`config.mk`:
```
export PLATFORM = sky130hd
export DESIGN_NAME = vidcmd_decoder
export DESIGN_NICKNAME = d
export VERILOG_FILES = /design/src/rtl/vidcmd_pkg.sv /design/src/rtl/vidcmd_framer.sv /design/src/rtl/vidcmd_regfile.sv /design/src/rtl/vidcmd_outmap.sv /design/src/rtl/vidcmd_decoder.sv
export SDC_FILE = /design/constraint.sdc
export NUM_CORES = 1
export LEC_CHECK = 0
export ABC_AREA = 1
export BUFFER_PORTS_ARGS = -buffer_cell sky130_fd_sc_hd__buf_4
export CORE_ASPECT_RATIO = 1.75
export CORE_MARGIN = 2
export CORE_UTILIZATION = 61
export CTS_BUF_LIST = sky130_fd_sc_hd__clkbuf_4 sky130_fd_sc_hd__clkbuf_8
export DETAILED_ROUTE_END_ITERATION = 8
export PLACE_DENSITY = 0.82
export SETUP_SLACK_MARGIN = 0.4
export SKIP_CTS_REPAIR_TIMING = 1
export SLEW_MARGIN = 20
export SYNTH_ARGS = -nofsm -noshare
export SYNTH_HDL_FRONTEND = slang
export SYNTH_SLANG_ARGS = --single-unit
```
`constraint.sdc`:
```
create_clock -name clk -period 2.1 [get_ports clk]
set_clock_uncertainty 0.2 [all_clocks]
set_input_delay 0.21 -clock clk [delete_from_list [all_inputs] [get_ports clk]]
set_output_delay 0.21 -clock clk [all_outputs]
set_load 0.02 [all_outputs]
```
`src/rtl/vidcmd_pkg.sv`:
```
package vidcmd_pkg;

  localparam logic [7:0] CMD_PREFIX   = 8'hAF;
  localparam logic [7:0] OP_REG_WRITE = 8'h20;

  localparam logic [7:0] ADDR_LOCKCTL = 8'hFF;
  localparam logic [7:0] LOCK_CODE    = 8'h00;
  localparam logic [7:0] UNLOCK_CODE  = 8'hFF;

  localparam logic [7:0] ADDR_DEPTH   = 8'h00;
  localparam logic [7:0] ADDR_TIMING0 = 8'h01;
  localparam logic [7:0] ADDR_PCLK    = 8'h1B;
  localparam logic [7:0] ADDR_SYNC    = 8'h1F;
  localparam logic [7:0] ADDR_BASE16  = 8'h20;
  localparam logic [7:0] ADDR_BASE8   = 8'h26;

  localparam logic [7:0] SYNC_ON_CODE    = 8'h00;
  localparam logic [7:0] SYNC_BLANK_CODE = 8'h01;
  localparam logic [7:0] SYNC_OFF_CODE   = 8'h07;

  typedef enum logic [1:0] {
    SYNC_ACTIVE    = 2'd0,
    SYNC_BLANKED   = 2'd1,
    SYNC_POWERDOWN = 2'd2,
    SYNC_RESERVED  = 2'd3
  } sync_mode_e;

  typedef enum logic [1:0] {
    ST_HUNT   = 2'd0,
    ST_OPCODE = 2'd1,
    ST_ADDR   = 2'd2,
    ST_DATA   = 2'd3
  } frame_st_e;

  typedef struct packed {
    logic       vld;
    logic [7:0] addr;
    logic [7:0] data;
  } reg_wr_t;

endpackage

```
`src/rtl/vidcmd_framer.sv`:
```
module vidcmd_framer
  import vidcmd_pkg::*;
(
  input  logic       clk,
  input  logic       rst_n,
  input  logic       in_valid,
  input  logic [7:0] in_data,
  output logic       in_ready,
  output reg_wr_t    wr_o
);

  frame_st_e  state_q, state_d;
  logic [7:0] addr_q, addr_d;
  reg_wr_t    wr_q, wr_d;
  logic       fire;

  assign in_ready = 1'b1;
  assign fire     = in_valid & in_ready;

  always_comb begin
    state_d   = state_q;
    addr_d    = addr_q;
    wr_d      = wr_q;
    wr_d.vld  = 1'b0;
    if (fire) begin
      case (state_q)
        ST_HUNT: begin
          if (in_data == CMD_PREFIX) state_d = ST_OPCODE;
        end
        ST_OPCODE: begin
          state_d = (in_data == OP_REG_WRITE) ? ST_ADDR : ST_HUNT;
        end
        ST_ADDR: begin
          addr_d  = in_data;
          state_d = ST_DATA;
        end
        ST_DATA: begin
          wr_d.vld  = 1'b1;
          wr_d.addr = addr_q;
          wr_d.data = in_data;
          state_d   = ST_HUNT;
        end
        default: state_d = ST_HUNT;
      endcase
    end
  end

  always_ff @(posedge clk or negedge rst_n) begin
    if (!rst_n) begin
      state_q <= ST_HUNT;
      addr_q  <= '0;
      wr_q    <= '0;
    end else begin
      state_q <= state_d;
      addr_q  <= addr_d;
      wr_q    <= wr_d;
    end
  end

  assign wr_o = wr_q;

  // a write strobe follows an accepted byte
  p_wr_after_accept_r2: assert property (@(posedge clk) disable iff (!rst_n)
    wr_q.vld |-> $past(in_valid));

  // four bytes per command, so strobes never touch
  p_wr_isolated_r2: assert property (@(posedge clk) disable iff (!rst_n)
    wr_q.vld |=> !wr_q.vld);

  // a rejected opcode produces no write on the next cycle
  p_bad_opcode_no_write_r3: assert property (@(posedge clk) disable iff (!rst_n)
    (state_q == ST_OPCODE && in_valid) |=> !wr_q.vld);

endmodule

```
`src/rtl/vidcmd_regfile.sv`:
```
module vidcmd_regfile
  import vidcmd_pkg::*;
#(
  parameter int DEPTH      = 64,
  parameter int NUM_TIMING = 12
) (
  input  logic                  clk,
  input  logic                  rst_n,
  input  reg_wr_t               wr_i,
  output logic                  locked_o,
  output logic                  commit_o,
  output logic [DEPTH-1:0][7:0] live_o
);

  localparam int         SYNC_IDX  = int'(ADDR_SYNC);
  localparam logic [8:0] DEPTH9    = 9'(DEPTH);
  localparam logic [7:0] TIM_LIMIT = 8'(int'(ADDR_TIMING0) + 2 * NUM_TIMING);

  function automatic logic [DEPTH-1:0][7:0] reset_image();
    logic [DEPTH-1:0][7:0] img;
    img           = '0;
    img[SYNC_IDX] = SYNC_OFF_CODE;
    return img;
  endfunction

  localparam logic [DEPTH-1:0][7:0] RST_IMG = reset_image();

  function automatic logic is_timing(input logic [7:0] a);
    return ((a >= ADDR_TIMING0) && (a < TIM_LIMIT)) ||
           (a == ADDR_PCLK) || (a == ADDR_PCLK + 8'd1);
  endfunction

  logic [DEPTH-1:0][7:0] shadow_q, shadow_d;
  logic [DEPTH-1:0][7:0] live_q, live_d;
  logic locked_q, locked_d;
  logic commit_q, commit_d;
  logic guard_q, guard_d;

  logic in_range, ctl_hit, lock_cmd, unlock_cmd, sync_hit, sync_drop, shadow_we;

  assign in_range   = wr_i.vld && ({1'b0, wr_i.addr} < DEPTH9);
  assign ctl_hit    = wr_i.vld && (wr_i.addr == ADDR_LOCKCTL);
  assign lock_cmd   = ctl_hit && (wr_i.data == LOCK_CODE);
  assign unlock_cmd = ctl_hit && (wr_i.data == UNLOCK_CODE);
  assign sync_hit   = in_range && (wr_i.addr == ADDR_SYNC);
  assign sync_drop  = sync_hit && guard_q && (wr_i.data != SYNC_OFF_CODE);
  assign shadow_we  = in_range && !sync_drop;

  generate
    for (genvar g = 0; g < DEPTH; g++) begin : g_shadow
      assign shadow_d[g] = (shadow_we && (wr_i.addr == 8'(g))) ? wr_i.data : shadow_q[g];
    end
  endgenerate

  always_comb begin
    locked_d = locked_q;
    commit_d = 1'b0;
    guard_d  = guard_q;
    if (lock_cmd) begin
      locked_d = 1'b1;
    end else if (unlock_cmd && locked_q) begin
      locked_d = 1'b0;
      commit_d = 1'b1;
    end
    if (sync_hit && (wr_i.data == SYNC_OFF_CODE)) begin
      guard_d = 1'b1;
    end else if (in_range && is_timing(wr_i.addr)) begin
      guard_d = 1'b0;
    end
    live_d = commit_d ? shadow_q : live_q;
  end

  always_ff @(posedge clk or negedge rst_n) begin
    if (!rst_n) begin
      shadow_q <= RST_IMG;
      live_q   <= RST_IMG;
      locked_q <= 1'b0;
      commit_q <= 1'b0;
      guard_q  <= 1'b1;
    end else begin
      shadow_q <= shadow_d;
      live_q   <= live_d;
      locked_q <= locked_d;
      commit_q <= commit_d;
      guard_q  <= guard_d;
    end
  end

  assign locked_o = locked_q;
  assign commit_o = commit_q;
  assign live_o   = live_q;

  // the commit pulse lasts one clock
  p_commit_one_cycle_r4: assert property (@(posedge clk) disable iff (!rst_n)
    commit_q |=> !commit_q);

  // the commit is caused by an unlock strobe from the framer
  p_commit_cause_r4: assert property (@(posedge clk) disable iff (!rst_n)
    commit_q |-> $past(wr_i.vld && wr_i.addr == ADDR_LOCKCTL && wr_i.data == UNLOCK_CODE));

  // the live image moves only together with the commit pulse
  p_live_only_on_commit_r4: assert property (@(posedge clk) disable iff (!rst_n)
    !$stable(live_q) |-> commit_q);

  // no commit can follow a cycle that was not locked
  p_no_commit_unlocked_r5: assert property (@(posedge clk) disable iff (!rst_n)
    !locked_q |=> !commit_q);

  // an armed guard keeps the staged sync byte unchanged
  p_pd_guard_r11: assert property (@(posedge clk) disable iff (!rst_n)
    (guard_q && wr_i.vld && wr_i.addr == ADDR_SYNC && wr_i.data != SYNC_OFF_CODE)
      |=> $stable(shadow_q[SYNC_IDX]));

endmodule

```
`src/rtl/vidcmd_outmap.sv`:
```
module vidcmd_outmap
  import vidcmd_pkg::*;
#(
  parameter int DEPTH      = 64,
  parameter int NUM_TIMING = 12
) (
  input  logic [DEPTH-1:0][7:0]     live_i,
  output logic                      depth24_o,
  output logic [1:0]                sync_mode_o,
  output logic [NUM_TIMING*16-1:0]  timing_o,
  output logic [15:0]               pclk_o,
  output logic [23:0]               base16_o,
  output logic [23:0]               base8_o
);

  localparam int DEPTH_IDX = int'(ADDR_DEPTH);
  localparam int SYNC_IDX  = int'(ADDR_SYNC);
  localparam int PCLK_IDX  = int'(ADDR_PCLK);
  localparam int B16_IDX   = int'(ADDR_BASE16);
  localparam int B8_IDX    = int'(ADDR_BASE8);
  localparam int TIM_IDX   = int'(ADDR_TIMING0);

  sync_mode_e mode;

  generate
    for (genvar k = 0; k < NUM_TIMING; k++) begin : g_timing
      localparam int HI = TIM_IDX + 2 * k;
      assign timing_o[16*k +: 16] = {live_i[HI], live_i[HI+1]};
    end
    for (genvar b = 0; b < 3; b++) begin : g_base
      assign base16_o[8*(2-b) +: 8] = live_i[B16_IDX + b];
      assign base8_o[8*(2-b) +: 8]  = live_i[B8_IDX + b];
    end
  endgenerate

  assign pclk_o    = {live_i[PCLK_IDX+1], live_i[PCLK_IDX]};
  assign depth24_o = live_i[DEPTH_IDX][0];

  always_comb begin
    case (live_i[SYNC_IDX])
      SYNC_ON_CODE:    mode = SYNC_ACTIVE;
      SYNC_BLANK_CODE: mode = SYNC_BLANKED;
      SYNC_OFF_CODE:   mode = SYNC_POWERDOWN;
      default:         mode = SYNC_RESERVED;
    endcase
  end

  assign sync_mode_o = mode;

  logic unused_live;
  assign unused_live = ^live_i;

endmodule

```
`src/rtl/vidcmd_decoder.sv`:
```
module vidcmd_decoder
  import vidcmd_pkg::*;
#(
  parameter int DEPTH      = 64,
  parameter int NUM_TIMING = 12
) (
  input  logic                     clk,
  input  logic                     rst_n,
  input  logic                     in_valid,
  input  logic [7:0]               in_data,
  output logic                     in_ready,
  output logic                     locked,
  output logic                     commit,
  output logic                     depth24,
  output logic [1:0]               sync_mode,
  output logic [NUM_TIMING*16-1:0] timing_words,
  output logic [15:0]              pixel_clk,
  output logic [23:0]              base16,
  output logic [23:0]              base8
);

  reg_wr_t               wr;
  logic [DEPTH-1:0][7:0] live;

  vidcmd_framer u_framer (
    .clk      (clk),
    .rst_n    (rst_n),
    .in_valid (in_valid),
    .in_data  (in_data),
    .in_ready (in_ready),
    .wr_o     (wr)
  );

  vidcmd_regfile #(
    .DEPTH      (DEPTH),
    .NUM_TIMING (NUM_TIMING)
  ) u_regfile (
    .clk      (clk),
    .rst_n    (rst_n),
    .wr_i     (wr),
    .locked_o (locked),
    .commit_o (commit),
    .live_o   (live)
  );

  vidcmd_outmap #(
    .DEPTH      (DEPTH),
    .NUM_TIMING (NUM_TIMING)
  ) u_outmap (
    .live_i      (live),
    .depth24_o   (depth24),
    .sync_mode_o (sync_mode),
    .timing_o    (timing_words),
    .pclk_o      (pclk_o_w),
    .base16_o    (base16),
    .base8_o     (base8)
  );

  logic [15:0] pclk_o_w;
  assign pixel_clk = pclk_o_w;

endmodule

```
Yosys cells after proc, flatten, opt, wreduce, memory -nomap -nowiden
Cells that the tools add are included.
{"block": "totals", "ff_bits": 560, "out_inout_bits": 262, "wordCells": 194}
{"block": "op_classes", "magnitude_cmp": 3, "n_eq_ne": 45, "n_mux": 12, "reduce_logical": 58}
{"op": "$eq 8x5->1 const B", "count": 12}
{"op": "$eq 8x4->1 const B", "count": 8}
{"op": "$eq 8x6->1 const B", "count": 7}
{"op": "$eq 8x3->1 const B", "count": 6}
{"op": "$logic_and 1x1->1", "count": 46}
{"op": "$mux 17", "count": 2}
{"op": "$eq 8x8->1 const B", "count": 3}
{"op": "$logic_not 8->1", "count": 3}
{"op": "$eq 8x1->1 const B", "count": 2}
{"op": "$eq 8x2->1 const B", "count": 2}
{"op": "$ge 8x1->1 const B", "count": 1}
{"op": "$lt 8x5->1 const B", "count": 1}
{"op": "$lt 8x7->1 const B", "count": 1}
{"op": "$ne 8x3->1 const B", "count": 1}
{"op": "$pmux 2 s4", "count": 1}
{"op": "$mux 1", "count": 6}
{"op": "$pmux 2 s3", "count": 1}
{"op": "$reduce_and 2->1", "count": 3}
{"op": "$eq 2x2->1 const B", "count": 2}
{"op": "$mux 2", "count": 2}
{"op": "$reduce_bool 2->1", "count": 2}
{"op": "$eq 2x1->1 const B", "count": 1}
{"op": "$logic_not 2->1", "count": 1}
{"op": "$logic_or 1x1->1", "count": 2}
{"op": "2 further kinds", "count": 2}

Depth between registers and ports, before layout
{"block": "depth", "depth_word": 8, "depth_mapped": 11, "depth_no_buf": 9}

Modules after synthesis
A second synthesis with hierarchy kept.
{"block": "hier_totals", "cells_unflattened": 5074, "hier_area_um2": 45010.7}
{"module": "vidcmd_regfile", "instances": 1, "cells_per_inst": 4675, "area_per_inst_um2": 41830.1, "seq_area_each_um2": 25708.4}
{"module": "vidcmd_outmap", "instances": 1, "cells_per_inst": 275, "area_per_inst_um2": 2009.4, "seq_area_each_um2": 0.0}
{"module": "vidcmd_framer", "instances": 1, "cells_per_inst": 124, "area_per_inst_um2": 1171.1, "seq_area_each_um2": 675.6}

Least setup slack after synthesis
No wires, ideal clock.
{"block": "synth_path", "path_type": "flip-flop to flip-flop", "startpoint": "reg u_framer.wr_q, in the netlist u_framer.wr_o[15]", "endpoint": "reg u_regfile.shadow_q[16] (netlist bit)", "arrival_time_ns": 1.531, "required_ns": 1.782, "path_slack_ns": 0.251, "stages_incl_launch_ff": 8, "period_less_slack_ns": 1.849, "cell_sequence": "dfrtp_1 nor2_4 nand3_2 buf_2 nor2_2 nand3_1 nand2_1 nand2_1"}
{"block": "synth_via", "elab_chain_cells": 8}
{"element": "start, declared", "line_no": "vidcmd_framer.sv:14", "source": "reg_wr_t wr_q, wr_d;"}
{"element": "start signal, assigned", "line_no": "vidcmd_framer.sv:56", "source": "wr_q <= wr_d;"}
{"element": "$lt 8x7->1", "line_no": "vidcmd_regfile.sv:41", "source": "assign in_range = wr_i.vld && ({1'b0, wr_i.addr} < DEPTH9);"}
{"element": "$logic_and 1x1->1", "line_no": "vidcmd_regfile.sv:41"}
{"element": "$logic_and 1x1->1", "line_no": "vidcmd_regfile.sv:45", "source": "assign sync_hit = in_range && (wr_i.addr == ADDR_SYNC);"}
{"element": "$logic_and 1x1->1 (2 in a row)", "line_no": "vidcmd_regfile.sv:46", "source": "assign sync_drop = sync_hit && guard_q && (wr_i.data != SYNC_OFF_CODE);"}
{"element": "$logic_not 1->1", "line_no": "vidcmd_regfile.sv:47", "source": "assign shadow_we = in_range && !sync_drop;"}
{"element": "$logic_and 1x1->1", "line_no": "vidcmd_regfile.sv:47"}
{"element": "$logic_and 1x1->1 (*)", "line_no": "vidcmd_regfile.sv:51", "source": "assign shadow_d[g] = (shadow_we && (wr_i.addr == 8'(g))) ? wr_i.data : shadow_q[g];"}
{"element": "end signal, assigned", "line_no": "vidcmd_regfile.sv:81", "source": "shadow_q <= shadow_d;"}
{"element": "end, declared", "line_no": "vidcmd_regfile.sv:33", "source": "logic [DEPTH-1:0][7:0] shadow_q, shadow_d;"}
Mark *: on every way between the ends. The rest lies on a longest branch, timed or not.
A chain may end at the register's enable or synchronous reset.

Worst setup path after layout
{"block": "layout_path", "startpoint": "reg u_regfile.live_q, in the netlist u_regfile.live_o[251]", "endpoint": "out sync_mode[1]"}
{"block": "layout_via", "elab_chain_cells": 2}
{"element": "start, declared", "line_no": "vidcmd_regfile.sv:34", "source": "logic [DEPTH-1:0][7:0] live_q, live_d;"}
{"element": "start signal, assigned", "line_no": "vidcmd_regfile.sv:82", "source": "live_q <= live_d;"}
{"element": "$eq 8x3->1 (tied with other cells)", "line_no": "vidcmd_outmap.sv:40", "source": "case (live_i[SYNC_IDX])"}
{"element": "$pmux 2 s3 (*)", "line_no": "vidcmd_outmap.sv:40"}
{"element": "end, declared", "line_no": "vidcmd_decoder.sv:15", "source": "output logic [1:0] sync_mode,"}
Marked as above.

==> impl_metrics.xml <==
<?xml version="1.0" encoding="UTF-8"?>
<metrics>
  <group name="placement">
    <metric name="post-place-ws" unit="ns">-0.0367</metric>
    <metric name="gp_congestion" unit="">0.901</metric>
    <metric name="place.detailed.hpwl" unit="mm">43.2</metric>
    <metric name="number_of_port_buffers" unit="">271</metric>
  </group>
  <group name="route">
    <metric name="postRouteAntennaNets" unit="">0</metric>
    <metric name="initialDrtViolationCount" unit="">3041</metric>
    <metric name="post_drt_via_cell_ratio" unit="">6.48</metric>
    <metric name="totalWireLength" unit="mm">91.5</metric>
    <metric name="post-route-drc-count" unit="">12</metric>
    <metric name="avgRoutedWirePerCell" unit="µm">25.3</metric>
    <metric name="drt_pass1_iterations" unit="">9</metric>
    <metric name="topRoutingLayerUsed" unit="">met4</metric>
    <metric name="wl_met2" unit="mm">43.4</metric>
    <metric name="wl_met1" unit="mm">28.3</metric>
    <metric name="met3_length" unit="mm">9.80</metric>
    <metric name="via_count" unit="">23477</metric>
  </group>
  <group name="floorplan">
    <metric name="floorplan.initialDensity" unit="%">61.4</metric>
    <metric name="row_count" unit="">98</metric>
    <metric name="die_width" unit="µm">157</metric>
    <metric name="core_area" unit="mm²">0.0407</metric>
    <metric name="floorplan.io_pins" unit="">273</metric>
    <metric name="die_area" unit="mm²">0.0427</metric>
    <metric name="die_height" unit="µm">272</metric>
  </group>
  <group name="global_route">
    <metric name="grt_remaining_overflow" unit="">0</metric>
    <metric name="via_count_of_the_first_global_routing_pass" unit="">19872</metric>
    <metric name="antenna_violations_before_repair" unit="">1</metric>
    <metric name="grt_first_pass_wirelength" unit="mm">103</metric>
    <metric name="grt_start_max_net_pins" unit="">106</metric>
    <metric name="gr-usage-all-layers" unit="%">30.4</metric>
  </group>
  <group name="clocking">
    <metric name="htreeDepth" unit="">3</metric>
    <metric name="cts_tree" unit="">built</metric>
    <metric name="cts_sink_cnt" unit="">560</metric>
    <metric name="worstSkewPairLatency" unit="ns">0.67</metric>
    <metric name="cts.root.buffer_cell" unit="">sky130_fd_sc_hd__clkbuf_8</metric>
    <metric name="clk_pin_slew" unit="ns">0.07</metric>
    <metric name="cts_buffers" unit="">77</metric>
    <metric name="clockBufferDepth" unit="">3</metric>
  </group>
  <group name="sta">
    <metric name="setup_tns_final" unit="ns">-21.80</metric>
    <metric name="fin_hold_viols" unit="">0</metric>
    <metric name="tightestPinTransition" unit="ns">0.661</metric>
    <metric name="min_period_over_period" unit="%">111</metric>
    <metric name="clock.fmax" unit="GHz">0.427</metric>
    <metric name="worst_slack" unit="ns">-0.240</metric>
    <metric name="setup_viol" unit="">435</metric>
    <metric name="relSlewSlack" unit="%">56.0</metric>
    <metric name="final_number_of_max_transition_violations" unit="">0</metric>
    <metric name="period_needed" unit="ns">2.34</metric>
    <metric name="hold_ws" unit="ns">0.0294</metric>
    <metric name="setup_repair_after_global_routing_missed_its_margin" unit="">true</metric>
  </group>
  <group name="cells_and_area">
    <metric name="mostFrequentLayoutCell" unit="">sky130_fd_sc_hd__nand2_1</metric>
    <metric name="final_net_count" unit="">3027</metric>
    <metric name="layout.filler_cells" unit="">2131</metric>
    <metric name="post-route-util" unit="%">79.6</metric>
    <metric name="mostFrequentLayoutCells" unit="">sky130_fd_sc_hd__nand2_1, sky130_fd_sc_hd__dfrtp_1, sky130_fd_sc_hd__buf_4, sky130_fd_sc_hd__nand4_1, sky130_fd_sc_hd__nand3_1</metric>
    <metric name="drive_gt1_share" unit="%">34.8</metric>
    <metric name="layout-area-overhead-vs-synth" unit="%">29.6</metric>
  </group>
  <group name="critical_path">
    <metric name="crit-reg2reg-launch" unit="">u_framer.wr_o[15]</metric>
    <metric name="worstSetupPathType" unit="">flop to primary output</metric>
    <metric name="cell_at_the_slowest_stage_of_the_critical_path" unit="">sky130_fd_sc_hd__dfrtp_1</metric>
    <metric name="r2r_end" unit="">u_regfile.shadow_q[78]</metric>
    <metric name="regToRegSetupSlack" unit="ns">-0.20</metric>
    <metric name="crit_arrival" unit="ns">1.93</metric>
    <metric name="reg2reg_depth" unit="">7</metric>
    <metric name="critical_path_peak_fanout" unit="">3</metric>
    <metric name="worst_setup_path_start_kind" unit="">flop</metric>
    <metric name="worstSetupEndpointType" unit="">primary output</metric>
    <metric name="critPathRequiredTime" unit="ns">1.69</metric>
    <metric name="critical_path.cell_chain" unit="">or2_4 &gt; nor4_4 &gt; nor2_2 &gt; buf_6</metric>
    <metric name="worst_path_largest_cell_delay" unit="ns">0.42</metric>
  </group>
  <group name="power">
    <metric name="leakagePower" unit="µW">0.0171</metric>
    <metric name="p_seq_share" unit="%">51.9</metric>
    <metric name="switching_share" unit="%">23.4</metric>
    <metric name="power_switching" unit="µW">4900</metric>
    <metric name="ir_worst_vdd" unit="mV">0.570</metric>
    <metric name="power.combinational.fraction" unit="%">3.3</metric>
    <metric name="pwr_density_cell" unit="mW/mm²">647</metric>
    <metric name="internal-power" unit="µW">16000</metric>
    <metric name="power.clock.fraction" unit="%">44.8</metric>
  </group>
  <group name="synth">
    <metric name="netlist_area" unit="mm²">0.0250</metric>
    <metric name="synthDistinctLibCells" unit="">25</metric>
    <metric name="synth_enable_flop_cells" unit="">0</metric>
    <metric name="synthesis.nets" unit="">2856</metric>
    <metric name="ys_seq_elements" unit="">560</metric>
    <metric name="cells_taking_the_most_area_after_synthesis" unit="">sky130_fd_sc_hd__dfrtp_1, sky130_fd_sc_hd__nand2_1, sky130_fd_sc_hd__buf_4</metric>
    <metric name="netlist.area_leader.share" unit="%">55.4</metric>
    <metric name="synthesis.area_per_instance" unit="µm²">8.79</metric>
    <metric name="postSynth.asyncResetShare" unit="%">100</metric>
    <metric name="synth_top_area_cell" unit="">sky130_fd_sc_hd__dfrtp_1</metric>
    <metric name="seq_area_frac_synth" unit="%">56.1</metric>
    <metric name="synth-main-ff-cell" unit="">sky130_fd_sc_hd__dfrtp_1</metric>
    <metric name="synthesis.yosys.warnings" unit="">0</metric>
    <metric name="synthesis.instances" unit="">2845</metric>
  </group>
  <group name="status">
    <metric name="run_status" unit="">finished with violations</metric>
    <metric name="failed_checks" unit="">design-rule violations, negative setup slack</metric>
  </group>
  <group name="min_path">
    <metric name="timing.hold.worst.class" unit="">primary input to asynchronous set/reset pin</metric>
  </group>
  <group name="flow_run">
    <metric name="max_cap_violations" unit="">0</metric>
  </group>
</metrics>
[cells by family (layout without fill, tap and decap cells)]
| kind of cell | Yosys count | after routing | synth area share [%] |
|---|---|---|---|
| flops | 560 | 560 | 56.1 |
| buf+inv | 485 | 704 | 11.7 |
| simple gates | 1771 | 1777 | 31.6 |
| compound gates | 28 | 28 | 0.571 |
| other cells | 1 | 2 | 0.0150 |
[power groups by stage]
| stage | Combinational [µW] | Sequential, µW | Clock [µW] |
|---|---|---|---|
| 6_report | 695 | 10900 | 9390 |
| 5_1_grt | 751 | 10900 | 9800 |
| 4_1_cts | 596 | 10900 | 9190 |
| 3_5_place_dp | 595 | 11100 | 0 |
| 3_3_place_gp | 577 | 11100 | 0 |
| 2_1_floorplan | 211 | 11000 | 0 |
[synthesized netlist by cell type, drive strengths merged, types with 2 or more instances]
cell type and count:
inv 35, nand4 270, nor3 6, nand3 311, nand2 1126, dfstp 7, nor2 53, buf 372
dfrtp 553, o21ai 27, clkbuf 77, nor4 2
[metrics by stage]
step,std cells,instance area (µm²),total power [µW]
2_1_floorplan,2845,25500,11300
6_report,3621,32400,20900
5_1_grt,3621,32400,21400
3_3_place_gp,3342,26500,11600
4_1_cts,3475,28200,20600
3_5_place_dp,3342,26500,11700
[layer usage]
| metal | up-vias | global-route usage (%) |
|---|---|---|
| met3 | 808 | 4.39 |
| met1 | 11205 | 35.9 |
| met2 | 1999 | 52.7 |
| li1 | 9465 | - |
| met5 | - | 0 |
| met4 | 0 | 17.1 |
[worst max path at each step]
stage,start,end,slack [ns],cells after the start
after floorplan,u_framer.wr_o[14],u_regfile.shadow_q[251],0.36,9
after global placement,u_framer.wr_o[12],u_regfile.live_o[326],-0.003,8
after detailed placement,u_framer.wr_o[12],u_regfile.live_o[326],-0.04,8
after CTS,u_regfile.live_o[251],sync_mode[0],-0.32,4
after global routing,u_regfile.live_o[251],sync_mode[1],-0.26,4
final,u_regfile.live_o[251],sync_mode[1],-0.24,4
[critical path: cells and delay by family (launching register included)]
family / cells / cell delay, ns
AND/OR/NAND/NOR: 3 / 0.69
flip-flops: 1 / 0.42
buffers and inverters: 1 / 0.15
[flip-flops by register name, summed over array words and instances (netlist names), named ones only]
name                count
u_regfile.shadow_q    265
u_framer.addr_q         8
u_framer.state_q        1
u_framer.wr_o          17
u_regfile.live_o      265
u_regfile.commit_o      1
u_regfile.locked_o      1
u_regfile.guard_q       1
[layout make-up]
cell class                      instances  area [µm²]  share of cell area [%]
Antenna cell                            1        2.50                 0.00772
Clock buffer                          118        1510                    4.66
Clock inverter                         15         175                   0.541
Inverter                               36         151                   0.467
Multi-Input combinational cell       1806        9970                    30.8
Sequential cell                       560       14000                    43.3
Tap cell                              550         688                    2.12
Timing Repair Buffer                  534        5860                    18.1
Timing Repair inverter                  1        8.76                  0.0270
Note: power is estimated with default switching activity, not from simulation.
